## src/rtl/ucseq_pkg.sv

```systemverilog
package ucseq_pkg;
  localparam int CW      = 32;
  localparam int STEP_W  = 4;
  localparam int OP_W    = 10;
  localparam int FLAG_W  = 2;
  localparam int ADDR_W  = FLAG_W + OP_W + STEP_W;
  localparam int SRC_W   = 5;
  localparam int N_SRC   = 6;
  localparam int N_REGLD = 8;

  // control word bit positions
  localparam int B_PC_INC  = 0;
  localparam int B_PC_LD   = 1;
  localparam int B_SP_DN   = 2;
  localparam int B_SP_CLK  = 3;
  localparam int B_SP_LD   = 4;
  localparam int B_REG_LD0 = 5;
  localparam int B_ADR_LD0 = 13;
  localparam int B_SRC_LSB = 21;
  localparam int B_SRC_EN  = 26;
  localparam int B_RAM_WR  = 28;
  localparam int B_IR_LD   = 29;
  localparam int B_TO_ZERO = 30;
  localparam int B_TO_HALF = 31;

  localparam logic [OP_W-1:0] OP_ADD = 10'h100;

  // bus source codes, index order = enable bit order
  function automatic logic [SRC_W-1:0] src_code(input int idx);
    case (idx)
      0:       return 5'b00000; // program counter
      1:       return 5'b00001; // stack pointer
      2:       return 5'b01010; // AB pair
      3:       return 5'b11100; // ALU evaluate
      4:       return 5'b11101; // ALU output
      default: return 5'b11111; // RAM
    endcase
  endfunction

  function automatic logic [CW-1:0] src_word(input int idx);
    return (CW'(1) << B_SRC_EN) | (CW'(src_code(idx)) << B_SRC_LSB);
  endfunction

  function automatic logic [CW-1:0] bit_word(input int pos);
    return CW'(1) << pos;
  endfunction

  function automatic logic [ADDR_W-1:0] mk_addr(input logic zero, input logic carry,
                                                input logic [OP_W-1:0] op,
                                                input logic [STEP_W-1:0] step);
    return {zero, carry, op, step};
  endfunction

  function automatic logic [STEP_W-1:0] next_step(input logic [STEP_W-1:0] step,
                                                  input logic [CW-1:0] word);
    if (word[B_TO_ZERO])      return '0;
    else if (word[B_TO_HALF]) return STEP_W'(1) << (STEP_W - 1);
    else                      return step + STEP_W'(1);
  endfunction

  localparam logic [CW-1:0] W_RETURN   = bit_word(B_TO_ZERO);
  localparam logic [CW-1:0] W_PC_MAR   = src_word(0) | bit_word(B_ADR_LD0);
  localparam logic [CW-1:0] W_FETCH_IR = src_word(5) | bit_word(B_IR_LD) | bit_word(B_PC_INC);
  localparam logic [CW-1:0] W_LD_BASE  = src_word(5) | bit_word(B_PC_INC);
  localparam logic [CW-1:0] W_ADD_EVAL = src_word(3);
  localparam logic [CW-1:0] W_ADD_OUT  = src_word(4) | bit_word(B_REG_LD0);
endpackage

```

## src/rtl/ucseq_step_ctr.sv

```systemverilog
module ucseq_step_ctr
  import ucseq_pkg::*;
(
  input  logic              clk,
  input  logic              rst,
  input  logic [CW-1:0]     word,
  output logic [STEP_W-1:0] step
);
  // advances in the low phase so the new word settles before the rising edge
  always_ff @(negedge clk) begin
    if (rst) step <= '0;
    else     step <= next_step(step, word);
  end
endmodule

```

## src/rtl/ucseq_rom.sv

```systemverilog
module ucseq_rom
  import ucseq_pkg::*;
(
  input  logic [ADDR_W-1:0] addr,
  output logic [CW-1:0]     word
);
  logic [1:0] ld_sel;
  assign ld_sel = addr[STEP_W +: 2];

  always_comb begin
    casez (addr)
      {2'b??, 10'b??????????, 4'd0}: word = W_PC_MAR;
      {2'b??, 10'b??????????, 4'd1}: word = W_FETCH_IR;
      {2'b??, 8'h00, 2'b??, 4'd2}:   word = W_PC_MAR;
      {2'b??, 8'h00, 2'b??, 4'd3}:   word = W_LD_BASE | bit_word(B_REG_LD0 + 2 * int'(ld_sel));
      {2'b??, OP_ADD, 4'd2}:         word = W_ADD_EVAL;
      {2'b??, OP_ADD, 4'd3}:         word = W_ADD_OUT;
      default:                       word = W_RETURN;
    endcase
  end
endmodule

```

## src/rtl/ucseq_src_dec.sv

```systemverilog
module ucseq_src_dec
  import ucseq_pkg::*;
(
  input  logic             en,
  input  logic [SRC_W-1:0] code,
  output logic [N_SRC-1:0] sel
);
  for (genvar g = 0; g < N_SRC; g++) begin : g_src
    assign sel[g] = en && (code == src_code(g));
  end
endmodule

```

## src/rtl/ucseq_top.sv

```systemverilog
module ucseq_top
  import ucseq_pkg::*;
(
  input  logic               clk,
  input  logic               rst,
  input  logic [OP_W-1:0]    ir_i,
  input  logic               carry_i,
  input  logic               zero_i,
  output logic [CW-1:0]      ctrl_o,
  output logic [N_SRC-1:0]   oe_o,
  output logic               pc_inc_o,
  output logic               pc_load_o,
  output logic               sp_clk_o,
  output logic               sp_down_o,
  output logic               sp_load_o,
  output logic [N_REGLD-1:0] reg_load_o,
  output logic [1:0]         addr_load_o,
  output logic               ir_load_o,
  output logic               ram_wr_o
);
  logic [STEP_W-1:0] step_q;
  logic [ADDR_W-1:0] rom_addr;
  logic [N_SRC-1:0]  src_sel;
  logic              drive_phase;

  assign rom_addr    = mk_addr(zero_i, carry_i, ir_i, step_q);
  assign drive_phase = clk;

  ucseq_step_ctr u_ctr (.clk(clk), .rst(rst), .word(ctrl_o), .step(step_q));
  ucseq_rom      u_rom (.addr(rom_addr), .word(ctrl_o));
  ucseq_src_dec  u_dec (.en(ctrl_o[B_SRC_EN]), .code(ctrl_o[B_SRC_LSB +: SRC_W]), .sel(src_sel));

  // bus released whenever the clock is low
  assign oe_o        = drive_phase ? src_sel : '0;
  assign pc_inc_o    = ctrl_o[B_PC_INC];
  assign pc_load_o   = ctrl_o[B_PC_LD];
  assign sp_clk_o    = ctrl_o[B_SP_CLK];
  assign sp_down_o   = ctrl_o[B_SP_DN];
  assign sp_load_o   = ctrl_o[B_SP_LD];
  assign reg_load_o  = ctrl_o[B_REG_LD0 +: N_REGLD];
  assign addr_load_o = ctrl_o[B_ADR_LD0 +: 2];
  assign ir_load_o   = ctrl_o[B_IR_LD];
  assign ram_wr_o    = ctrl_o[B_RAM_WR];
endmodule

```

## config.mk

```make
export PLATFORM = sky130hd
export DESIGN_NAME = ucseq_top
export DESIGN_NICKNAME = d
export VERILOG_FILES = /design/src/rtl/ucseq_pkg.sv /design/src/rtl/ucseq_step_ctr.sv /design/src/rtl/ucseq_rom.sv /design/src/rtl/ucseq_src_dec.sv /design/src/rtl/ucseq_top.sv
export SDC_FILE = /design/constraint.sdc
export NUM_CORES = 1
export LEC_CHECK = 0
export BUFFER_PORTS_ARGS = -buffer_cell sky130_fd_sc_hd__buf_2
export CORE_MARGIN = 10
export CORE_UTILIZATION = 39
export CTS_CLUSTER_DIAMETER = 120
export DETAILED_ROUTE_END_ITERATION = 8
export PLACE_DENSITY = 0.83
export SLEW_MARGIN = 15
export SYNTH_ARGS = -nofsm -noshare
export SYNTH_HDL_FRONTEND = slang
export SYNTH_HIERARCHICAL = 1
export SYNTH_SLANG_ARGS = --single-unit
```

## constraint.sdc

```tcl
create_clock -name clk -period 5.9 [get_ports clk]
set_input_delay 0.295 -clock clk [delete_from_list [all_inputs] [get_ports clk]]
set_output_delay 0.295 -clock clk [all_outputs]
set_load 0.005 [all_outputs]
```

==> results of run 1 <==
==> kinds of logic (layout without fill, tap and decap cells) <==
logic type      after synthesis  in the layout  synth area share (%)
simple gates                 42             42                  39.1
buf+inv                      41             51                  40.3
compound gates                6              6                  6.29
flops                         4              4                  10.9
fa+ha+maj                     1              1                  1.70
other cells                   1             18                 0.510
xor+xnor                      1              1                  1.19
==> power by group through the flow <==
stage | Sequential (uW) | Combinational, uW | Clock (uW)
6_report | 30.7 | 37.4 | 99.2
5_1_grt | 31.0 | 42.0 | 111
4_1_cts | 30.7 | 37.0 | 106
3_5_place_dp | 31.0 | 36.9 | 12.7
3_3_place_gp | 30.9 | 35.9 | 12.7
2_1_floorplan | 30.5 | 38.7 | 9.48
==> synthesized netlist by cell type <==
master and number:
nor3b_1 1, nor4_1 4, conb_1 1, nor2b_1 1
nand4_2 1, or4b_1 1, nor4_4 1, nand2b_1 3
nor4b_1 1, o21ai_0 2, ha_1 1, nand4_1 2
a2111oi_2 1, nand2_1 4, nor3_1 4, nor4bb_1 1
xnor2_1 1, and2_1 6, nor2_1 7, buf_4 38
dfxtp_1 4, a31oi_1 2, a311oi_1 1, inv_1 3
nor3_2 2, nor4b_2 2, and3_1 1
==> repair_timing <==
item,4_1_cts,5_1_grt
endpoints found under the hold margin,0,0
resized for setup,0,1
endpoints found under the setup margin,0,12
==> final cells by class <==
type | count | area share, %
clock inverters | 4 | 1.88
flip-flops and latches | 4 | 10.0
multi-input cells | 68 | 52.9
well taps | 25 | 3.91
repair buffers | 32 | 20.0
clock buffers | 13 | 10.3
inverters | 2 | 0.939
==> per-layer routing <==
layer,part of all wire [%],global-route usage (%),up-vias
li1,-,-,334
met1,34,7.26,298
met2,53,12.2,39
met3,11,7.60,6
met4,1.8,12.3,0
met5,0,0,-
==> worst min-delay path by stage <==
stage                              from                       end  slack, ns  cells after the start
4_1_cts        u_ctr/step[0]$_SDFF_NP0_  u_ctr/step[0]$_SDFF_NP0_       0.56                      1
2_1_floorplan                       clk                   oe_o[0]       0.41                      1
5_1_grt        u_ctr/step[0]$_SDFF_NP0_  u_ctr/step[0]$_SDFF_NP0_       0.61                      1
3_5_place_dp                        clk                   oe_o[0]       0.48                      2
3_3_place_gp                        clk                   oe_o[0]       0.48                      2
6_report       u_ctr/step[0]$_SDFF_NP0_  u_ctr/step[0]$_SDFF_NP0_       0.57                      1
==> worst register-to-register path: cells and delay by family (launching register included) <==
| kind | cells | cell delay, ns |
|---|---|---|
| AOI/OAI and AO/OA | 1 | 0.24 |
| and+or+nand+nor | 2 | 0.35 |
| DFF | 1 | 0.44 |
| buffers and inverters | 1 | 0.09 |
==> metrics by stage <==
step           hold WS, ns  total power, uW  setup WS (ns)  cells
2_1_floorplan        0.405             78.6          0.779    113
5_1_grt              0.610              184         0.0473    148
6_report             0.574              167          0.212    148
3_3_place_gp         0.479             79.5          0.632    138
3_5_place_dp         0.479             80.6          0.566    138
4_1_cts              0.563              173         0.0861    148
==> flow_metrics.env, run 1 <==
export IMPL_initial_core_util_pct=41.7
export IMPL_switching_share_pct=37.2
export IMPL_die_area_sq_um=4020
export IMPL_grt_use_total_pct=9.19
export IMPL_clk_pin_slew_worst_paths_ns=0.04
export IMPL_max_stage_delay_ns=0.62
export IMPL_cp_max_fo=12
export IMPL_grt_pass1_wl_mm=2.90
export IMPL_io_pins=69
export IMPL_multiInputGateArea_sq_um=423
export IMPL_fin_nets=140
export IMPL_tightest_slew_ns=0.551
export IMPL_status="finished clean"
export IMPL_postCtsSetupRepairBufs=0
export IMPL_rrSetupSlack_ns=4.65
export IMPL_synth_top_area_cell="buf_4"
export IMPL_dp_hpwl_mm=1.56
export IMPL_path_cells="inv_1 -> a31oi_1 -> o21ai_1 -> or4b_1 -> nor2_1 -> and2_1 -> buf_2"
export IMPL_leakage_uw=0.000449
export IMPL_setup_violations=0
export IMPL_hold_path_class="reg -> reg"
export IMPL_path_buf_inv=2
export IMPL_layout_drive_gt1_share_pct=42.3
export IMPL_tns_ns=0
export IMPL_crit_slowest_cell="or4b_1"
export IMPL_totalWireLength_mm=1.91
export IMPL_cp_arrival_ns=5.39
export IMPL_synth_warning_count=6
export IMPL_insertedDiodeCount=0
export IMPL_synth_distinct_cells=27
export IMPL_cp_end_kind="output pin"
export IMPL_seq_area_sq_um=80.1
export IMPL_vias_per_cell=4.57
export IMPL_power_frac_comb_pct=22.4
export IMPL_dr_pass1_iters=6
export IMPL_largest_register_ff_count=4
export IMPL_slew_viol_final=0
export IMPL_irDropWorstVdd_mv=0.118
export IMPL_die_w_um=63.4
export IMPL_num_rows=15
export IMPL_synthToLayoutAreaGrowth_pct=8.67
export IMPL_reg2reg_from="u_ctr/step[1]$_SDFF_NP0_"
export IMPL_drc_errors=0
export IMPL_synth_top_area_share_pct=38.8
export IMPL_path_depth=7
export IMPL_synthCells=96
export IMPL_fp_dieH_um=63.4
export IMPL_p_int_uw=105
export IMPL_grt_max_degree=13
export IMPL_holdBufCountCts=0
export IMPL_slew_headroom_pct=63.0
export IMPL_grt_overflow_total=0
export IMPL_startpoint_type="flip-flop"
export IMPL_cp_data_required_time_ns=5.61
export IMPL_largest_registers="u_ctr/step x4"
export IMPL_largest_register="u_ctr/step"
export IMPL_core_area_sq_um=1760
export IMPL_cts_tree="built"
export IMPL_crit_type="reg -> out"
export IMPL_final_common_cell="buf_2"
export IMPL_fill_cells=194
export IMPL_crit_start="u_ctr/step[1]$_SDFF_NP0_"
export IMPL_cap_violations=0
export IMPL_clock_power_share_pct=59.3
export IMPL_r2r_end="u_ctr/step[0]$_SDFF_NP0_"
export IMPL_setup_worst_path_end="oe_o[1]"
export IMPL_synth_avg_cell_area_sq_um=7.66
export IMPL_antenna_found_initial=0
export IMPL_hold_violations=0
export IMPL_drt_iter0_markers=5
export IMPL_routedWlPerCell_um=12.9
export IMPL_synthTopCellsByArea="buf_4 39%, dfxtp_1 11%, and2_1 5.1%"
export IMPL_ys_seq_area_share_pct=10.9
export IMPL_syn_area_sq_um=736
export IMPL_antenna_left=0
export IMPL_rsz0062_at_grt="false"
export IMPL_design_area_sq_um=800
export IMPL_sequentialPowerShare_pct=18.4
export IMPL_postLayoutCoreUtil_pct=45.3
export IMPL_io_buffer_count=38
export IMPL_place_area_sq_um=736
export IMPL_place_congestion=0.703
export IMPL_p_sw_uw=62.1
export IMPL_reg2reg_depth=4
export IMPL_grt_pass1_vias=747
export IMPL_power_density_nw_per_um2=209
export IMPL_synth_seq_cells=4
export IMPL_vias=677
export IMPL_path_delay_family="simple AND/OR/NAND/NOR gates"
export IMPL_clkLatencyLatePin_ns=0.42
export IMPL_fin_worst_skew_ns=0.00579
export IMPL_mostFrequentLayoutCells="38 x buf_2, 18 x conb_1, 7 x clkbuf_4, 7 x nor2_1"
Note: power is estimated with default switching activity, not from simulation.
==> run 2, diff against run 1 <==
==> constraint.sdc (replaced) <==
create_clock -name clk -period 5.9 [get_ports clk]
set_input_delay 0.59 -clock clk [delete_from_list [all_inputs] [get_ports clk]]
set_output_delay 0.59 -clock clk [all_outputs]
set_load 0.005 [all_outputs]
==> run 2 against run 1 <==
Against the previous run: register-to-register slack gained 0.11 ns; critical path depth grew 1; non-clock buffer count grew 1; die area is the same; sequential share of layout area is essentially flat; worst setup slack lost 0.050 ns; via count shrank 1.0%; global-route usage grew 0.36 points; critical endpoint is now oe_o[0].
==> flow_metrics.env, run 2 (same netlist as run 1, synthesis figures left out) <==
export IMPL_status="finished clean"
export IMPL_vias=670
export IMPL_p_sw_uw=61.1
export IMPL_clk_pin_slew_worst_paths_ns=0.04
export IMPL_fin_hold_ws_ns=0.580
export IMPL_sequentialPowerShare_pct=18.3
export IMPL_grt_pass1_wl_mm=3.10
export IMPL_cp_end_kind="output pin"
export IMPL_reg2reg_depth=4
export IMPL_setup_violations=0
export IMPL_final_common_cell="buf_2"
export IMPL_die_area_sq_um=4020
export IMPL_clock_power_share_pct=57.6
export IMPL_cp_arrival_ns=5.15
export IMPL_num_rows=15
export IMPL_slew_viol_final=0
export IMPL_crit_start="u_ctr/step[1]$_SDFF_NP0_"
export IMPL_grt_overflow_total=0
export IMPL_io_buffer_count=38
export IMPL_fp_dieH_um=63.4
export IMPL_initial_core_util_pct=41.7
export IMPL_crit_type="reg -> out"
export IMPL_cts_tree="built"
export IMPL_routedWlPerCell_um=13.2
export IMPL_grt_pass1_vias=782
export IMPL_setup_worst_path_end="oe_o[0]"
export IMPL_cp_data_required_time_ns=5.31
export IMPL_grt_use_total_pct=9.55
export IMPL_drc_errors=0
export IMPL_tns_ns=0
export IMPL_switching_share_pct=36.4
export IMPL_vias_per_cell=4.50
export IMPL_largest_register="u_ctr/step"
export IMPL_startpoint_type="flip-flop"
export IMPL_totalWireLength_mm=1.96
export IMPL_crit_slowest_cell="or4b_4"
export IMPL_rrSetupSlack_ns=4.76
export IMPL_reg2reg_from="u_ctr/step[1]$_SDFF_NP0_"
export IMPL_io_pins=69
export IMPL_hold_violations=0
export IMPL_postCtsSetupRepairBufs=0
export IMPL_largest_register_ff_count=4
export IMPL_leakage_uw=0.000457
export IMPL_holdBufCountCts=0
export IMPL_rsz0062_at_grt="false"
export IMPL_drt_iter0_markers=11
export IMPL_core_area_sq_um=1760
export IMPL_cap_violations=0
export IMPL_hold_path_class="reg -> reg"
export IMPL_dp_hpwl_mm=1.59
export IMPL_path_depth=8
export IMPL_insertedDiodeCount=0
export IMPL_irDropWorstVdd_mv=0.0908
export IMPL_fin_worst_skew_ns=0.0115
export IMPL_grt_max_degree=13
export IMPL_fin_nets=141
export IMPL_antenna_left=0
export IMPL_path_delay_family="simple AND/OR/NAND/NOR gates"
export IMPL_r2r_end="u_ctr/step[0]$_SDFF_NP0_"
export IMPL_power_density_nw_per_um2=204
export IMPL_path_cells="buf_4 -> nor4bb_1 -> nand4_1 -> o21ai_2 -> or4b_4 -> nor3_2 -> and2_1 -> buf_2"
export IMPL_die_w_um=63.4
export IMPL_power_frac_comb_pct=24.1
export IMPL_clkLatencyLatePin_ns=0.41
export IMPL_layout_drive_gt1_share_pct=46.8
export IMPL_cp_max_fo=12
export IMPL_antenna_found_initial=0
export IMPL_p_int_uw=107
export IMPL_place_congestion=0.699
export IMPL_max_stage_delay_ns=0.58
export IMPL_mostFrequentLayoutCells="38 x buf_2, 18 x conb_1, 7 x clkbuf_4, 7 x nor2_1"
export IMPL_synthToLayoutAreaGrowth_pct=11.9
export IMPL_fill_cells=183
export IMPL_largest_registers="u_ctr/step x4"
export IMPL_dr_pass1_iters=4
export IMPL_path_buf_inv=2
==> run 2: cell type report <==
cell class                      count  area [sq um]  area share, %
Clock buffer                       13          82.6           10.0
Clock inverter                      4          15.0           1.82
Inverter                            2          7.51          0.912
Multi-Input combinational cell     68           437           53.0
Sequential cell                     4          82.6           10.0
Tap cell                           25          31.3           3.80
Timing Repair Buffer               33           168           20.4
==> run 2: stage by stage <==
| step | instance area, sq um | util [%] | instances | power (uW) | setup WS (ns) |
|---|---|---|---|---|---|
| floorplan | 800 | - | 113 | 78.6 | 0.484 |
| finish | 823 | 46.7 | 149 | 168 | 0.162 |
| global placement | 743 | 42.1 | 139 | 79.9 | 0.362 |
| global route | 823 | 46.7 | 149 | 183 | 0.00112 |
| detailed placement | 743 | 42.1 | 139 | 81.2 | 0.306 |
| CTS | 807 | 45.7 | 149 | 169 | 0.0202 |
==> run 2: what timing repair did <==
action	in CTS	in global routing
gates resized for setup	1	5
hold endpoints to repair	0	0
endpoints found under the setup margin	10	12
gates cloned	0	0
pin swaps	0	0
==> run 2: how the worst min path moves through the flow <==
| stage | depth (start not counted) | from | slack, ns | end |
|---|---|---|---|---|
| after floorplan | 1 | u_ctr/step[0]$_SDFF_NP0_ | 0.50 | u_ctr/step[0]$_SDFF_NP0_ |
| after global placement | 1 | u_ctr/step[0]$_SDFF_NP0_ | 0.54 | u_ctr/step[0]$_SDFF_NP0_ |
| after detailed placement | 1 | u_ctr/step[0]$_SDFF_NP0_ | 0.57 | u_ctr/step[0]$_SDFF_NP0_ |
| after CTS | 1 | u_ctr/step[0]$_SDFF_NP0_ | 0.57 | u_ctr/step[0]$_SDFF_NP0_ |
| after global routing | 1 | u_ctr/step[0]$_SDFF_NP0_ | 0.63 | u_ctr/step[0]$_SDFF_NP0_ |
| final | 1 | u_ctr/step[0]$_SDFF_NP0_ | 0.58 | u_ctr/step[0]$_SDFF_NP0_ |
==> run 2: power by group through the flow <==
stage	Clock, uW	Sequential [uW]	Combinational (uW)
2_1_floorplan	9.48	30.5	38.7
3_3_place_gp	12.7	30.7	36.5
3_5_place_dp	12.7	30.8	37.7
4_1_cts	101	30.4	37.9
5_1_grt	107	30.9	45.6
6_report	96.7	30.7	40.4
==> run 2: routing by layer <==
| metal | up-vias | GRT usage [%] | wire [um] |
|---|---|---|---|
| li1 | 335 | - | - |
| met1 | 291 | 7.66 | 686 |
| met2 | 41 | 15.5 | 1050 |
| met3 | 3 | 5.30 | 190 |
| met4 | 0 | 10.4 | 29 |
| met5 | - | 0 | 0 |
